===== config.mk =====
export PLATFORM = sky130hd
export DESIGN_NAME = twb_core
export DESIGN_NICKNAME = d
export VERILOG_FILES = /design/src/rtl/twb_pkg.sv /design/src/rtl/twb_fsm.sv /design/src/rtl/twb_shifter.sv /design/src/rtl/twb_regs.sv /design/src/rtl/twb_core.sv
export SDC_FILE = /design/constraint.sdc
export NUM_CORES = 1
export LEC_CHECK = 0
export BUFFER_PORTS_ARGS = -buffer_cell sky130_fd_sc_hd__buf_2
export CAP_MARGIN = 0
export CELL_PAD_IN_SITES_DETAIL_PLACEMENT = 1
export CELL_PAD_IN_SITES_GLOBAL_PLACEMENT = 1
export CORE_MARGIN = 1
export CORE_UTILIZATION = 34
export CTS_BUF_LIST = sky130_fd_sc_hd__clkbuf_16
export DETAILED_ROUTE_END_ITERATION = 8
export PLACE_DENSITY = 0.74
export SETUP_SLACK_MARGIN = 0.1
export SYNTH_ARGS = -nofsm -noshare
export SYNTH_HDL_FRONTEND = slang
export SYNTH_HIERARCHICAL = 1
export SYNTH_SLANG_ARGS = --single-unit

===== constraint.sdc =====
create_clock -name clk -period 1.4 [get_ports clk]
set_input_delay 0.42 -clock clk [delete_from_list [all_inputs] [get_ports clk]]
set_output_delay 0.42 -clock clk [all_outputs]
set_load 0.1 [all_outputs]

===== src/rtl/twb_pkg.sv =====
package twb_pkg;
    localparam int DATA_W = 8;
    localparam int CODE_W = 5;
    localparam int PSEL_W = 2;

    typedef enum logic [1:0] {
        A_DATA = 2'd0,
        A_STAT = 2'd1,
        A_CTRL = 2'd2
    } addr_e;

    typedef enum logic {
        ST_SHIFT = 1'b0,
        ST_HOLD  = 1'b1
    } state_e;
endpackage


===== src/rtl/twb_fsm.sv =====
module twb_fsm
    import twb_pkg::*;
#(
    parameter int DW = DATA_W
) (
    input  logic clk,
    input  logic rst_n,
    input  logic strobe,
    input  logic clr_req,
    output logic flag,
    output logic shift_en
);
    localparam int CW = $clog2(DW);
    localparam logic [CW-1:0] LAST = CW'(DW - 1);

    state_e         st_q, st_d;
    logic [CW-1:0]  cnt_q, cnt_d;

    // state register
    always_ff @(posedge clk or negedge rst_n) begin
        if (!rst_n) begin
            st_q  <= ST_SHIFT;
            cnt_q <= '0;
        end else begin
            st_q  <= st_d;
            cnt_q <= cnt_d;
        end
    end

    // next state: SHIFT_TO_HOLD on the byte's last strobe, HOLD_TO_SHIFT on clear
    always_comb begin
        st_d  = st_q;
        cnt_d = cnt_q;
        unique case (st_q)
            ST_SHIFT: begin
                if (strobe) begin
                    if (cnt_q == LAST) begin
                        cnt_d = '0;
                        st_d  = ST_HOLD;
                    end else begin
                        cnt_d = cnt_q + 1'b1;
                    end
                end
            end
            ST_HOLD: begin
                if (clr_req) begin
                    cnt_d = '0;
                    st_d  = ST_SHIFT;
                end
            end
            default: begin
                st_d  = ST_SHIFT;
                cnt_d = '0;
            end
        endcase
    end

    // outputs
    always_comb begin
        flag     = 1'b0;
        shift_en = 1'b0;
        unique case (st_q)
            ST_SHIFT: shift_en = strobe;
            ST_HOLD:  flag     = 1'b1;
            default:  flag     = 1'b0;
        endcase
    end
endmodule


===== src/rtl/twb_shifter.sv =====
module twb_shifter
    import twb_pkg::*;
#(
    parameter int DW = DATA_W
) (
    input  logic          clk,
    input  logic          rst_n,
    input  logic          shift_en,
    input  logic          load_en,
    input  logic [DW-1:0] load_data,
    input  logic          sda_in,
    output logic [DW-1:0] data,
    output logic          sda_out
);
    always_ff @(posedge clk or negedge rst_n) begin
        if (!rst_n) begin
            data <= '1;
        end else if (shift_en) begin
            data <= {data[DW-2:0], sda_in};
        end else if (load_en) begin
            data <= load_data;
        end
    end

    assign sda_out = data[DW-1];
endmodule


===== src/rtl/twb_regs.sv =====
module twb_regs
    import twb_pkg::*;
#(
    parameter int DW = DATA_W,
    parameter int CW = CODE_W,
    parameter int PW = PSEL_W,
    localparam int DIV_W = 2 * ((1 << PW) - 1) + 1
) (
    input  logic             clk,
    input  logic             rst_n,
    input  logic [1:0]       addr,
    input  logic             wr_en,
    input  logic [PW-1:0]    wr_psel,
    input  logic             wr_ie,
    input  logic             wr_clr,
    input  logic             flag,
    input  logic [DW-1:0]    data,
    input  logic [CW-1:0]    code_in,
    output logic             data_we,
    output logic             clr_req,
    output logic             ie,
    output logic [DIV_W-1:0] div,
    output logic [DW-1:0]    rd_data
);
    localparam int NSEL = 1 << PW;

    logic [CW-1:0]    code_q;
    logic [PW-1:0]    psel_q;
    logic [DIV_W-1:0] div_tab [NSEL];

    assign data_we = wr_en && (addr == A_DATA) && flag;
    assign clr_req = wr_en && (addr == A_CTRL) && wr_clr;

    always_ff @(posedge clk or negedge rst_n) begin
        if (!rst_n) begin
            code_q <= '1;
            psel_q <= '0;
            ie     <= 1'b0;
        end else begin
            code_q <= code_in;
            if (wr_en && addr == A_STAT) psel_q <= wr_psel;
            if (wr_en && addr == A_CTRL) ie     <= wr_ie;
        end
    end

    // each select step multiplies the division by four
    for (genvar g = 0; g < NSEL; g++) begin : g_div
        assign div_tab[g] = DIV_W'(1) << (2 * g);
    end
    assign div = div_tab[psel_q];

    always_comb begin
        case (addr)
            A_DATA:  rd_data = data;
            A_STAT:  rd_data = {code_q, 1'b0, psel_q};
            A_CTRL:  rd_data = {flag, {(DW-2){1'b0}}, ie};
            default: rd_data = '0;
        endcase
    end
endmodule


===== src/rtl/twb_core.sv =====
module twb_core
    import twb_pkg::*;
#(
    parameter int DW = DATA_W,
    parameter int CW = CODE_W,
    parameter int PW = PSEL_W,
    localparam int DIV_W = 2 * ((1 << PW) - 1) + 1
) (
    input  logic             clk,
    input  logic             rst_n,
    input  logic [1:0]       addr,
    input  logic             wr_en,
    input  logic [DW-1:0]    wr_data,
    output logic [DW-1:0]    rd_data,
    input  logic             bit_strobe,
    input  logic             sda_in,
    output logic             sda_out,
    input  logic [CW-1:0]    status_code,
    input  logic             global_ie,
    output logic             irq,
    output logic [DIV_W-1:0] presc_div
);
    logic          flag;
    logic          shift_en;
    logic          data_we;
    logic          clr_req;
    logic          ie;
    logic [DW-1:0] data_q;

    twb_fsm #(.DW(DW)) u_fsm (
        .clk      (clk),
        .rst_n    (rst_n),
        .strobe   (bit_strobe),
        .clr_req  (clr_req),
        .flag     (flag),
        .shift_en (shift_en)
    );

    twb_shifter #(.DW(DW)) u_shift (
        .clk       (clk),
        .rst_n     (rst_n),
        .shift_en  (shift_en),
        .load_en   (data_we),
        .load_data (wr_data),
        .sda_in    (sda_in),
        .data      (data_q),
        .sda_out   (sda_out)
    );

    twb_regs #(.DW(DW), .CW(CW), .PW(PW)) u_regs (
        .clk     (clk),
        .rst_n   (rst_n),
        .addr    (addr),
        .wr_en   (wr_en),
        .wr_psel (wr_data[PW-1:0]),
        .wr_ie   (wr_data[0]),
        .wr_clr  (wr_data[DW-1]),
        .flag    (flag),
        .data    (data_q),
        .code_in (status_code),
        .data_we (data_we),
        .clr_req (clr_req),
        .ie      (ie),
        .div     (presc_div),
        .rd_data (rd_data)
    );

    assign irq = flag & ie & global_ie;
endmodule


Yosys cells after proc, flatten, opt, wreduce, memory -nomap -nowiden
Index checks and enable logic that the tools add are counted.
Storage, ports and cells
  memories kept: 0
  latch bits: 0
  memory bits (read-only): 0
  bits in writable memories: 0
  logic and storage cells: 41
  input port bits: 21
  register bits after elaboration: 20
Cells by class
  order comparisons: 1
  $add $sub $neg: 1
  muxes and demuxes: 16
  bitwise gates (word level): 4
  $mul: 0
  reductions and logical operators: 8
  divide/modulo/power cells: 0
  equality and inequality tests: 5
  shift-type cells: 0
Operator list (count)
  $pmux 8 s3: 1
  $mux 8: 2
  $bmux 7 s2: 1
  $mux 7: 2
  $mux 3: 3
  $pmux 3 s2: 1
  $logic_and 1x1->1: 5
  $mux 1: 5
  $ne 2x2->1 const B: 2
  $add 3x1->3 const B: 1
  $eq 3x3->1 const B: 1
  $ge 3x3->1 const B: 1
  $not 2->3: 1
  $and 1x1->1: 2
  $eq 2x1->1 const B: 1
  $eq 2x2->1 const B: 1
  $logic_not 2->1: 1
  $pmux 1 s2: 1
  $reduce_and 2->1: 1
  $reduce_bool 2->1: 1
  $not 1->1: 1

Longest topological paths before layout
  depth after elaboration: 5
  depth in mapped cells: 5

Cells and area by module
The synthesis kept the hierarchy.
Modules (own cells, without submodules)
  twb_regs: area an instance 467.9 µm², cells each 42, instances 1
  twb_shifter: area an instance 390.4 µm², cells each 35, instances 1
  twb_fsm: area an instance 250.2 µm², cells each 21, instances 1
  twb_core: area an instance 6.3 µm², cells each 1, instances 1

Worst setup path after synthesis
Ideal clock, no wire load.
  path kind: input to output
  start: input addr[1]
  end: output rd_data[2]
  path slack: -1.815 ns
  stages on the path: 2
  path buffers: 1
  arrival time: 2.795 ns
  cells stage by stage: buf_2 -> nor3b_1
On the way
  cells in the longest elaborated chain, start to end: 2
Ends and longest elaborated chain
  start: declaration: RTL line twb_core.sv:11  | input logic [1:0] addr,
  $eq 2x2->1 (tied with other cells): RTL line twb_regs.sv:53  | case (addr)
  $pmux 8 s3 (*): RTL line twb_regs.sv:53
  end: declaration: RTL line twb_core.sv:14  | output logic [DW-1:0] rd_data,
Every way passes the cells marked *; elsewhere a longest branch is shown, timed or not.

Final worst setup path
  start: register u_shift.data[7]
  end: output rd_data[7]
On the way
  cells in the longest elaborated chain, start to end: 1
Ends and longest elaborated chain
  start: declaration: RTL line twb_shifter.sv:12  | output logic [DW-1:0] data,
  start signal: assignment: RTL line twb_shifter.sv:19  | data <= {data[DW-2:0], sda_in};
  start signal: assignment: RTL line twb_shifter.sv:21  | data <= load_data;
  $pmux 8 s3: RTL line twb_regs.sv:53
Every way passes these cells.

==> results.toml <==
[clock_tree]
clock-sinks = 20
tritoncts = "yes"
numCtsBuffers = 3
htreeDepth = 1
ctsHoldBuffers = 0
clk_latency_ps = 250
clk_path_buf_depth = 2
cts-root-buf = "clkbuf_16"
path_clk_slew_ps = 60

[timing]
hold_viol_final = 0
fin_ws_ps = -294
clock.fmax_mhz = 590
setup_viol = 21
fin_crit_sh_pct = 121
finalCriticalPeriod_ps = 1690
fin_setup_tns_ps = -3100
clock_skew_ps = 6.11
slew_viol_final = 0
rsz0062_at_grt = "true"

[synthesis]
synth_top_family_by_area = "simple AND/OR/NAND/NOR gates"
synth-simple-area-share_pct = 19.0
synth.avg_cell_area_um2 = 11.3
yosysWarnings = 6
synth_fa_ha_area_share_pct = 2.24
yosysSeqAreaShare_pct = 46.4
synth_area_um2 = 1110
synth_xor_xnor_area_share_pct = 0
ys_seq_elements = 20
synth_compound_area_share_pct = 5.61
synth_mux_area_share_pct = 19.0
ys_types = 28
syn_inst = 99

[drt]
post_drt_wl_per_cell_um = 16.3
ant_nets = 0
drc = 0
via_per_inst = 4.77
firstDrtPassIters = 3
drtIter0Drc = 12
vias = 915
wl_mm = 3.13

[floorplanning]
core_area_um2 = 3080
boundaryPins = 38
die_area_um2 = 3510
dieWidth_um = 59.3
die_h_um = 59.3
start_util_pct = 36.2
core.rowCount = 20

[critical_path]
cp-end-kind = "output pin"
critPathArrivalTime_ps = 1270
cp.required_ps = 980
crit_fanout = 2
path_class = "reg2out"
cp-start-kind = "register"

[pwr]
leakage_uw = 0.000798
power_switching_uw = 1600
ir_drop_mv = 0.919
clockPowerShare_pct = 15.4
fin_total_pwr_uw = 3790
p_comb_share_pct = 56.3
swShare_pct = 42.3
internal_power_uw = 2180
seqPwrFrac_pct = 28.3
power.density_nw_per_um2 = 1990

[finish]
final_util_pct = 61.7
regArea_um2 = 524
syn_to_final_growth_pct = 70.4
num-nets-final = 172
multi_input_area_um2 = 701
nFillCells = 323
antenna_cells = 0
drive_gt1_share_pct = 66.9

[placed_design]
routabilityCongestion = 0.715
port_buffers = 34
hpwlAfterDp_mm = 2.24

[grt]
grt_pass1_wl_mm = 5.15
antenna_found_initial = 0
grt_pass1_vias = 1039
track_usage_pct = 20.3
grt_max_degree = 21
overflow = 0

[run]
cap_violations = 0

[outcome]
violations = "setup timing"
status = "complete, but fails checks"

[min_path]
hold_path_class = "in2async"
## cell usage after synthesis, drive strengths merged
library cell / instances / share of area [%]
mux2: 3 / 3.7
nor2: 7 / 2.4
dfstp: 13 / 31
o21ai: 9 / 4.0
and2b: 1 / 0.79
nand3b: 5 / 3.4
mux2i: 17 / 15
nor2b: 3 / 1.9
nand4bb: 1 / 1.5
dfrtp: 7 / 16
conb: 1 / 0.34
and3: 1 / 0.56
or4b: 1 / 0.90
and2: 1 / 0.56
nor4bb: 1 / 0.90
nor3b: 1 / 0.67
inv: 1 / 0.34
nand3: 2 / 0.90
ha: 2 / 2.2
or3b: 2 / 1.6
o2bb2ai: 2 / 1.6
buf: 9 / 7.2
nand2: 9 / 3.0
## metrics by stage
step           std cells  hold WS (ps)  instance area (um2)  setup slack (ps)
2_1_floorplan        101           124                 1290              -507
3_3_place_gp         180           396                 1720              -353
3_5_place_dp         180           402                 1720              -383
4_1_cts              190           129                 1870              -298
5_1_grt              192           150                 1900              -333
6_report             192           123                 1900              -294
## final timing paths
| path | start | endpoint | slack, ps | cells past startpoint |
|---|---|---|---|---|
| max reg2reg | u_fsm/st_q$_DFF_PN0_ | u_shift/data[6]$_DFFE_PN1P_ | -90 | 4 |
| min | rst_n | u_regs/ie$_DFFE_PN0P_ | 120 | 1 |
| max in group asynchronous | rst_n | u_regs/code_q[3]$_DFF_PN1_ | 930 | 1 |
| min reg2reg | u_shift/data[3]$_DFFE_PN1P_ | u_shift/data[4]$_DFFE_PN1P_ | 490 | 2 |
| max | u_shift/data[7]$_DFFE_PN1P_ | rd_data[7] | -290 | 3 |
| min in group clk | status_code[4] | u_regs/code_q[4]$_DFF_PN1_ | 260 | 1 |
## final cells by class
| type | instances | area share [%] |
|---|---|---|
| inverters | 1 | 0.198 |
| well taps | 44 | 2.90 |
| repair buffers | 52 | 28.3 |
| clock buffers | 3 | 3.95 |
| flip-flops and latches | 20 | 27.6 |
| clock inverters | 1 | 0.198 |
| multi-input cells | 71 | 36.9 |
## worst max-delay path: stages (launching register included)
cell       delay (ps)
dfstp_4           620
mux2i_4            70
o2bb2ai_4         140
buf_12            190
## cell usage in the layout (no fill, tap or decap), types with 4 or more instances in the layout
| cell type | instances |
|---|---|
| buf_2 | 19 |
| buf_4 | 15 |
| buf_12 | 14 |
| mux2i_1 | 14 |
| dfstp_2 | 12 |
| nand2_1 | 9 |
| o21ai_1 | 8 |
| nor2_4 | 6 |
| nand3b_1 | 5 |
| dfrtp_1 | 4 |
## kinds of logic after synthesis
logic type / after synthesis
and+or+nand+nor: 35
muxes: 20
DFF: 20
AOI/OAI and AO/OA: 11
buffers and inverters: 10
adders and majority gates: 2
other: 1
## state kept, by name, indices dropped and copies added (netlist names)
signal,cells
u_regs/ie,1
u_regs/code_q,5
u_fsm/st_q,1
u_regs/psel_q,2
u_fsm/cnt_q,3
u_shift/data,8
## power groups by stage
stage                     Clock, uW  Sequential (uW)  Combinational (uW)
after global placement            0             1050                1860
after CTS                       597             1070                2080
after floorplan                   0             1130                1270
final                           583             1070                2130
after global routing            617             1100                2260
after detailed placement          0             1070                1920
## per-layer routing
metal	up-vias	track usage, %	routed length (um)
met3	2	3.28	81
met1	459	22.9	1210
met5	-	0	0
met2	15	38.2	1820
li1	439	-	-
met4	0	7.14	23
## repair_timing
item	CTS	global route
gates resized for setup	8	3
setup endpoints to repair	27	25
pin swaps	6	2
setup buffers	6	2
Note: power is estimated with default switching activity, not from simulation.
